===== config.mk =====
export PLATFORM = sky130hd
export DESIGN_NAME = txdesc_poll_engine
export DESIGN_NICKNAME = d
export VERILOG_FILES = /design/src/rtl/txp_pkg.sv /design/src/rtl/txp_ring_base.sv /design/src/rtl/txp_lane_sel.sv /design/src/rtl/txp_ctrl.sv /design/src/rtl/txdesc_poll_engine.sv
export SDC_FILE = /design/constraint.sdc
export NUM_CORES = 1
export LEC_CHECK = 0
export ABC_AREA = 1
export BUFFER_PORTS_ARGS = -buffer_cell sky130_fd_sc_hd__buf_2
export CORE_MARGIN = 2
export CORE_UTILIZATION = 55
export CTS_CLUSTER_DIAMETER = 200
export CTS_CLUSTER_SIZE = 16
export DETAILED_ROUTE_END_ITERATION = 8
export GPL_TIMING_DRIVEN = 1
export PLACE_DENSITY = 0.77
export RECOVER_POWER = 100
export SYNTH_ARGS = -nofsm -noshare
export SYNTH_HDL_FRONTEND = slang
export SYNTH_HIERARCHICAL = 1
export SYNTH_SLANG_ARGS = --single-unit

===== constraint.sdc =====
create_clock -name clk -period 1.85 [get_ports clk]
set_input_delay 0 -clock clk [delete_from_list [all_inputs] [get_ports clk]]
set_output_delay 0 -clock clk [all_outputs]
set_load 0.02 [all_outputs]

===== src/rtl/txp_pkg.sv =====
package txp_pkg;
  localparam int unsigned WORD_W     = 32;
  localparam int unsigned OWN_BIT    = 31;
  localparam int unsigned WRAP_BIT   = 30;
  localparam int unsigned FIRST_BIT  = 29;
  localparam int unsigned LAST_BIT   = 28;
  localparam int unsigned DESC_BYTES = 16;
  localparam int unsigned OFS_BUF_LO = 8;
  localparam int unsigned OFS_BUF_HI = 12;

  typedef enum logic [2:0] {
    ST_IDLE,
    ST_STS,
    ST_BLO,
    ST_BHI,
    ST_DAT,
    ST_SEND,
    ST_WB
  } txp_state_e;
endpackage


===== src/rtl/txp_ring_base.sv =====
module txp_ring_base #(
  parameter int unsigned ADDR_W = 64
) (
  input  logic              clk,
  input  logic              rst_n,
  input  logic              we,
  input  logic              sel,
  input  logic [31:0]       wdata,
  output logic [ADDR_W-1:0] base,
  output logic              upd
);
  logic [31:0] lo_q, lo_d, hi_q, hi_d;
  logic        upd_q;

  always_comb begin
    lo_d = lo_q;
    hi_d = hi_q;
    if (we && !sel) lo_d = wdata;
    if (we && sel)  hi_d = wdata;
  end

  always_ff @(posedge clk or negedge rst_n) begin
    if (!rst_n) begin
      lo_q  <= '0;
      hi_q  <= '0;
      upd_q <= 1'b0;
    end else begin
      if (we) begin
        lo_q <= lo_d;
        hi_q <= hi_d;
      end
      upd_q <= we;
    end
  end

  assign base = ADDR_W'({hi_q, lo_q});
  assign upd  = upd_q;
endmodule


===== src/rtl/txp_lane_sel.sv =====
module txp_lane_sel #(
  parameter int unsigned LANES = 4
) (
  input  logic [8*LANES-1:0]         word,
  input  logic [$clog2(LANES)-1:0]   sel,
  output logic [7:0]                 lane_byte
);
  logic [7:0] lanes [LANES];

  for (genvar g = 0; g < LANES; g++) begin : g_lane
    assign lanes[g] = word[8*g +: 8];
  end

  assign lane_byte = lanes[sel];
endmodule


===== src/rtl/txp_ctrl.sv =====
module txp_ctrl
  import txp_pkg::*;
#(
  parameter int unsigned ADDR_W = 64,
  parameter int unsigned LEN_W  = 16
) (
  input  logic              clk,
  input  logic              rst_n,
  input  logic              poll_go,
  input  logic [ADDR_W-1:0] base,
  input  logic              base_upd,
  output logic              mem_req,
  output logic              mem_we,
  output logic [ADDR_W-1:0] mem_addr,
  output logic [31:0]       mem_wdata,
  input  logic [31:0]       mem_rdata,
  input  logic              mem_ack,
  output logic [31:0]       cur_word,
  output logic [1:0]        cur_lane,
  output logic              tx_valid,
  output logic              tx_first,
  output logic              tx_last,
  input  logic              tx_ready,
  output logic              desc_done,
  output logic              busy
);
  localparam logic [ADDR_W-1:0] STEP   = ADDR_W'(DESC_BYTES);
  localparam logic [ADDR_W-1:0] OFS_LO = ADDR_W'(OFS_BUF_LO);
  localparam logic [ADDR_W-1:0] OFS_HI = ADDR_W'(OFS_BUF_HI);
  localparam logic [31:0]       OWN_CLR = ~(32'h1 << OWN_BIT);

  txp_state_e        state_q, state_d;
  logic [ADDR_W-1:0] ptr_q, ptr_d;
  logic [ADDR_W-1:0] buf_q, buf_d;
  logic [31:0]       stat_q, stat_d;
  logic [31:0]       word_q, word_d;
  logic [LEN_W-1:0]  rem_q, rem_d;
  logic              first_q, first_d;
  logic              done_q, done_d;

  always_comb begin
    state_d   = state_q;
    ptr_d     = ptr_q;
    buf_d     = buf_q;
    stat_d    = stat_q;
    word_d    = word_q;
    rem_d     = rem_q;
    first_d   = first_q;
    done_d    = 1'b0;
    mem_req   = 1'b0;
    mem_we    = 1'b0;
    mem_addr  = ptr_q;
    mem_wdata = stat_q & OWN_CLR;
    tx_valid  = 1'b0;
    unique case (state_q)
      ST_IDLE: begin
        if (base_upd) ptr_d = base;
        if (poll_go)  state_d = ST_STS;
      end
      ST_STS: begin
        mem_req = 1'b1;
        if (mem_ack) begin
          if (mem_rdata[OWN_BIT]) begin
            stat_d  = mem_rdata;
            rem_d   = mem_rdata[LEN_W-1:0];
            first_d = 1'b1;
            state_d = ST_BLO;
          end else begin
            state_d = ST_IDLE;
          end
        end
      end
      ST_BLO: begin
        mem_req  = 1'b1;
        mem_addr = ptr_q + OFS_LO;
        if (mem_ack) begin
          buf_d   = {buf_q[ADDR_W-1:32], mem_rdata};
          state_d = ST_BHI;
        end
      end
      ST_BHI: begin
        mem_req  = 1'b1;
        mem_addr = ptr_q + OFS_HI;
        if (mem_ack) begin
          buf_d   = {mem_rdata[ADDR_W-33:0], buf_q[31:0]};
          state_d = (rem_q == '0) ? ST_WB : ST_DAT;
        end
      end
      ST_DAT: begin
        mem_req  = 1'b1;
        mem_addr = {buf_q[ADDR_W-1:2], 2'b00};
        if (mem_ack) begin
          word_d  = mem_rdata;
          state_d = ST_SEND;
        end
      end
      ST_SEND: begin
        tx_valid = 1'b1;
        if (tx_ready) begin
          rem_d   = rem_q - 1'b1;
          buf_d   = buf_q + 1'b1;
          first_d = 1'b0;
          if (rem_q == LEN_W'(1))         state_d = ST_WB;
          else if (buf_q[1:0] == 2'b11)   state_d = ST_DAT;
        end
      end
      ST_WB: begin
        mem_req = 1'b1;
        mem_we  = 1'b1;
        if (mem_ack) begin
          done_d  = 1'b1;
          ptr_d   = stat_q[WRAP_BIT] ? base : ptr_q + STEP;
          state_d = ST_STS;
        end
      end
      default: state_d = ST_IDLE;
    endcase
  end

  always_ff @(posedge clk or negedge rst_n) begin
    if (!rst_n) begin
      state_q <= ST_IDLE;
      ptr_q   <= '0;
      buf_q   <= '0;
      stat_q  <= '0;
      word_q  <= '0;
      rem_q   <= '0;
      first_q <= 1'b0;
      done_q  <= 1'b0;
    end else begin
      state_q <= state_d;
      ptr_q   <= ptr_d;
      buf_q   <= buf_d;
      stat_q  <= stat_d;
      word_q  <= word_d;
      rem_q   <= rem_d;
      first_q <= first_d;
      done_q  <= done_d;
    end
  end

  assign cur_word  = word_q;
  assign cur_lane  = buf_q[1:0];
  assign tx_first  = tx_valid & first_q & stat_q[FIRST_BIT];
  assign tx_last   = tx_valid & (rem_q == LEN_W'(1)) & stat_q[LAST_BIT];
  assign desc_done = done_q;
  assign busy      = (state_q != ST_IDLE);

  // the done pulse never lasts two cycles
  a_r7_done_single: assert property (@(posedge clk) disable iff (!rst_n)
    desc_done |=> !desc_done);

  // a stalled byte is held
  a_r9_hold_byte: assert property (@(posedge clk) disable iff (!rst_n)
    (tx_valid && !tx_ready) |=> (tx_valid && $stable(cur_word) && $stable(cur_lane)));

  // a write-back never hands the descriptor to hardware
  a_r6_wb_own_clear: assert property (@(posedge clk) disable iff (!rst_n)
    (mem_req && mem_we) |-> !mem_wdata[OWN_BIT]);

  // a non-owned status word ends the walk
  a_r3_unowned_idle: assert property (@(posedge clk) disable iff (!rst_n)
    (state_q == ST_STS && mem_ack && !mem_rdata[OWN_BIT]) |=> !busy);

  // no byte is offered beyond the count
  a_r4_count_left: assert property (@(posedge clk) disable iff (!rst_n)
    tx_valid |-> (rem_q != '0));
endmodule


===== src/rtl/txdesc_poll_engine.sv =====
module txdesc_poll_engine #(
  parameter int unsigned ADDR_W = 64,
  parameter int unsigned LEN_W  = 16
) (
  input  logic              clk,
  input  logic              rst_n,
  input  logic              base_we,
  input  logic              base_sel,
  input  logic [31:0]       base_wdata,
  input  logic              poll_we,
  input  logic [7:0]        poll_data,
  output logic              mem_req,
  output logic              mem_we,
  output logic [ADDR_W-1:0] mem_addr,
  output logic [31:0]       mem_wdata,
  input  logic [31:0]       mem_rdata,
  input  logic              mem_ack,
  output logic [7:0]        tx_data,
  output logic              tx_valid,
  output logic              tx_first,
  output logic              tx_last,
  input  logic              tx_ready,
  output logic              desc_done,
  output logic              busy
);
  localparam int unsigned POLL_BIT = 6;

  logic [ADDR_W-1:0] base;
  logic              base_upd;
  logic              poll_go;
  logic [31:0]       cur_word;
  logic [1:0]        cur_lane;
  logic              unused_poll_bits;

  assign poll_go          = poll_we & poll_data[POLL_BIT];
  assign unused_poll_bits = ^{poll_data[7], poll_data[5:0]};

  txp_ring_base #(.ADDR_W(ADDR_W)) base_i (
    .clk   (clk),
    .rst_n (rst_n),
    .we    (base_we),
    .sel   (base_sel),
    .wdata (base_wdata),
    .base  (base),
    .upd   (base_upd)
  );

  txp_ctrl #(.ADDR_W(ADDR_W), .LEN_W(LEN_W)) ctrl_i (
    .clk       (clk),
    .rst_n     (rst_n),
    .poll_go   (poll_go),
    .base      (base),
    .base_upd  (base_upd),
    .mem_req   (mem_req),
    .mem_we    (mem_we),
    .mem_addr  (mem_addr),
    .mem_wdata (mem_wdata),
    .mem_rdata (mem_rdata),
    .mem_ack   (mem_ack),
    .cur_word  (cur_word),
    .cur_lane  (cur_lane),
    .tx_valid  (tx_valid),
    .tx_first  (tx_first),
    .tx_last   (tx_last),
    .tx_ready  (tx_ready),
    .desc_done (desc_done),
    .busy      (busy)
  );

  txp_lane_sel #(.LANES(4)) lane_i (
    .word      (cur_word),
    .sel       (cur_lane),
    .lane_byte (tx_data)
  );

  // a poll byte without the start bit leaves the engine idle
  a_r2_poll_ignored: assert property (@(posedge clk) disable iff (!rst_n)
    (!busy && poll_we && !poll_data[POLL_BIT]) |=> !busy);
endmodule


==> results.tsv, run 1 <==
metric	value	unit
synth_area	0.0202	mm2
chipHeight	196	um
io_pins	190	
synth_cells	3124	
hpwl	72.2	mm
worst_endpoint	mem_addr[44]	
num_rows	70	
grt-ovfl-total	2671	
synthArstFlopShare	1.00	
initial_utilization	0.555	
ys_warn_count	6	
tool.error	[ERROR GRT-0232] Routing congestion too high. Check the congestion heatmap in the GUI.	
grt_usage	0.962	
ys_ff_latch	277	
pre_cts_slack	-0.242	ns
avgSynthCellArea	6.46	um2
failed_stage	global routing	
fp.dieW	196	um
cts_made_buffers	21	
synth_edf_count	0	
synth_cell_type_count	56	
status	stopped before the end	
gp_congestion	1.06	
io_buffers	181	
worstEpCategory	top-level output	
grt_max_degree	64	
htreeDepth	1	
yosys_most_used_dff	dfrtp_1	
clockBufferDepth	3	
cts-root-buf	clkbuf_16	
syn_nets	3211	
cts_sinks	277	
yosysSeqAreaShare	0.344	
[synthesized netlist by cell type (4+ instances only)]
cell | instances | area [um2]
a21boi_0 | 8 | 60.1
a21boi_1 | 12 | 90.1
a21oi_1 | 125 | 626
a22oi_1 | 31 | 233
a31oi_1 | 7 | 43.8
buf_2 | 61 | 305
buf_4 | 15 | 113
buf_6 | 13 | 146
clkbuf_1 | 29 | 109
clkbuf_2 | 4 | 20.0
dfrtp_1 | 277 | 6930
ha_1 | 8 | 100
inv_1 | 343 | 1290
inv_2 | 16 | 60.1
nand2_1 | 955 | 3580
nand2_2 | 26 | 163
nand2_4 | 8 | 90.1
nand3_1 | 337 | 1690
nand4_1 | 65 | 407
nor2_1 | 291 | 1090
nor2_2 | 40 | 250
nor2_4 | 21 | 236
nor3_1 | 24 | 120
o2111ai_1 | 12 | 105
o211ai_1 | 13 | 97.6
o21ai_0 | 238 | 1190
o21ai_1 | 42 | 210
o22ai_1 | 33 | 206
or2_2 | 5 | 31.3
xor2_1 | 18 | 158
[logic make-up after synthesis]
group / count (synthesis) / share of synthesized area
other cells: 1 / 0.000186
buf+inv: 490 / 0.105
simple gates: 1792 / 0.389
xor+xnor: 19 / 0.00862
fa+ha+maj: 8 / 0.00496
flops: 277 / 0.344
compound gates: 537 / 0.149
[metrics by stage]
step,util,std cells,cell area [um2]
2_1_floorplan,-,3124,20200
3_3_place_gp,0.675,4072,24500
3_5_place_dp,0.675,4072,24500
4_1_cts,0.782,4248,28400
[what timing repair did]
action / in CTS
endpoints found under the hold margin: 481
hold buffers: 74
pin swaps: 142
buffers inserted: 79
cloned: 5
endpoints found under the setup margin: 190
gates resized for setup: 570
[routing by layer]
metal,track usage,overflow
met1,0.877,23
met2,1.25,2019
met3,0.737,27
met4,1.06,595
met5,0.415,7
==> run 2, diff against run 1 <==
- CORE_UTILIZATION: 55 -> 40
- CTS_CLUSTER_DIAMETER: 200 -> unset
- CTS_CLUSTER_SIZE: 16 -> unset
- PLACE_DENSITY: 0.77 -> unset
- PLACE_DENSITY_LB_ADDON: unset -> 0.15
- clock period: 1.85 -> 2.4 ns (I/O delays scaled with it)
==> run 2 against run 1 <==
  * Synthesized cell count is the same
  * The flow now finishes, with violations (max-capacitance violations, max-slew violations, negative setup slack)
  * Area after synthesis is the same
==> results.tsv, run 2 <==
metric	value	unit	change
hpwl	74.2	mm	+2.8%
skew	0.0248	ns	
synth_area_leaders	dfrtp_1, nand2_1, nand3_1, inv_1, o21ai_0		
worst_slack	-0.108	ns	
p_leak	12.6	nW	
hp-class	in -> reg		
core	0.0500	mm2	
synth_area	0.0202	mm2	unchanged
worst_slew_pin_slew	1.89	ns	
path_cells	nand2_4 -> nor2_4 -> nand2_2 -> nor2_4 -> nand2_2 -> nand2_2 -> nand3_2 -> a22oi_1 -> nand2_1 -> buf_6		
setup_violations	42		
fin_util	0.536		
worstPathRequired	2.40	ns	
ant_nets	0		
first_pass_iters	5		
cts_tree	done		
fin_crit	2.51	ns	
grt_pass1_vias	22400		
path_buf_inv	1		
cp_slowest_cell	dfrtp_2		
met2_usage	0.605		
ir_drop	0.000631	V	
fmax	399	MHz	
seqCellArea	0.00699	mm2	
arrival	2.51	ns	
final.fill_count	5094		
dieArea	0.0523	mm2	
drc	0		
grt_max_degree	102		
syn_nets	3211		unchanged
layout-drive-gt1-share	0.238		
routed_wl	98.2	mm	
synth_cell_type_count	56		unchanged
yosysSeqAreaShare	0.344		unchanged
busiest_layer	met2		
yosys.area.top_type_share	0.344		unchanged
grt-ovfl-total	0		
io_buffers	181		unchanged
path_common_cell	nand2_2		
cts_sinks	277		unchanged
use_met3	0.0362		
synth_edf_count	0		unchanged
synth_common_cells	nand2_1, inv_1, nand3_1		
gp_congestion	0.965		-9.3%
maxSlewHeadroom	-0.258		
critical_path_peak_fanout	6		
crit_type	reg -> out		
powerDensity	1210	mW/mm2	
cts.clk_slew.worst_paths	0.06	ns	
ys_warn_count	6		unchanged
max-cap-violations	5		
clockBufferDepth	3		unchanged
synthArstFlopShare	1.00		unchanged
io_pins	190		unchanged
antenna_found_initial	0		
htreeDepth	2		+1
cts-root-buf	clkbuf_16		
yosysMostFrequentCell	nand2_1		
syn2layout_area_growth	32.7	%	
grt_usage	0.365		
reg_top3	ctrl_i/buf_q: 64 flops, ctrl_i/ptr_q: 64 flops		
yosysTopAreaCell	dfrtp_1		
cts_made_buffers	36		+71%
status	finished with violations		
clkLatencyLatePin	0.58	ns	
final_net_count	3601		
initial_utilization	0.404		-0.151
min_period_over_period	1.04		
yosys_most_used_dff	dfrtp_1		
num_rows	82		+17%
vias_per_cell	5.62		
synth_cells	3124		unchanged
drt_iter0_drc	2349		
slowest_delay	0.48	ns	
hold_violations	0		
ys_ff_latch	277		unchanged
avgSynthCellArea	6.46	um2	unchanged
grt_util_met1	0.473		
whs	0.215	ns	
fp.dieW	229	um	+17%
crit_family	simple AND/OR/NAND/NOR gates		
multi_input_area	0.0125	mm2	
failed_checks	max-capacitance violations, max-slew violations, negative setup slack		
grt_first_pass_wirelength	143	mm	
rsz0062_at_grt	true		
critPathLaunchType	flip-flop		
drv_slew	268		
final_cell_mix	nand2_1, inv_1, nand3_1, nor2_1, dfrtp_1		
diodes	0		
vias	23700		
avgRoutedWirePerCell	23.3	um	
final_common_cell	nand2_1		
chipHeight	229	um	+17%
crit_path_end_kind	output pin		
run 2: cell counts after synthesis:
Identical to the previous run, type by type.
run 2: worst paths after layout:
check                                   from                end  slack [ns]  cells after the start
max reg2reg                ctrl_i/state_q[0]    ctrl_i/ptr_q[7]       -0.05                     10
max in group asynchronous              rst_n   ctrl_i/ptr_q[46]        0.26                      3
min in group asynchronous              rst_n  ctrl_i/stat_q[29]        0.87                      3
max                          ctrl_i/ptr_q[7]       mem_addr[23]       -0.11                     10
min reg2reg                  base_i/lo_q[12]    base_i/lo_q[12]        0.47                      2
min                            base_wdata[9]     base_i/lo_q[9]        0.21                      4
run 2: layout make-up:
type / instances / area share
clock buffers: 48 / 0.0383
clock inverters: 18 / 0.00888
inverters: 361 / 0.0525
multi-input cells: 2357 / 0.466
flip-flops and latches: 277 / 0.261
well taps: 672 / 0.0314
repair buffers: 481 / 0.141
run 2: cell families after synthesis:
logic type | count (synthesis) | synth area share
flops | 277 | 0.344
other cells | 1 | 0.000186
xor+xnor | 19 | 0.00862
simple gates | 1792 | 0.389
compound gates | 537 | 0.149
fa+ha+maj | 8 | 0.00496
buf+inv | 490 | 0.105
run 2: power by group:
| part | internal (mW) | total (mW) | switching [mW] |
|---|---|---|---|
| logic | 6.15 | 17.3 | 11.2 |
| clock network | 3.48 | 5.85 | 2.37 |
| registers | 6.58 | 9.13 | 2.55 |
run 2: routing by layer:
metal  wire, um  up-vias
met1      40600    11400
met3       5700      226
met4       5900        0
met5          0        -
met2      46000      996
li1           -    11000
run 2: stage by stage:
stage | setup slack [ns] | instance area (um2) | total power [mW] | instances | setup TNS, ns
finish | -0.108 | 26800 | 32.3 | 4214 | -1.84
global route | -0.160 | 26800 | 34.0 | 4214 | -10.41
CTS | -0.0718 | 25800 | 31.1 | 4175 | -0.778
detailed placement | 0.0866 | 22200 | 23.4 | 3965 | 0
global placement | 0.122 | 22200 | 23.2 | 3965 | 0
floorplan | 0.494 | 20200 | 17.2 | 3124 | 0
run 2: repair_timing:
action	in CTS	in global routing
setup endpoints to repair	61	63
setup buffers	70	42
endpoints found under the hold margin	480	0
resized for setup	303	282
hold buffers	72	0
gates cloned	2	0
pin swaps	57	108
run 2: worst min-delay path, cell delays in order:
cell and delay [ns]:
dlygate4sd3_1 0.52, buf_2 0.11, nand3_1 0.07, nand2_1 0.06
Power figures use the tool's default switching activity.
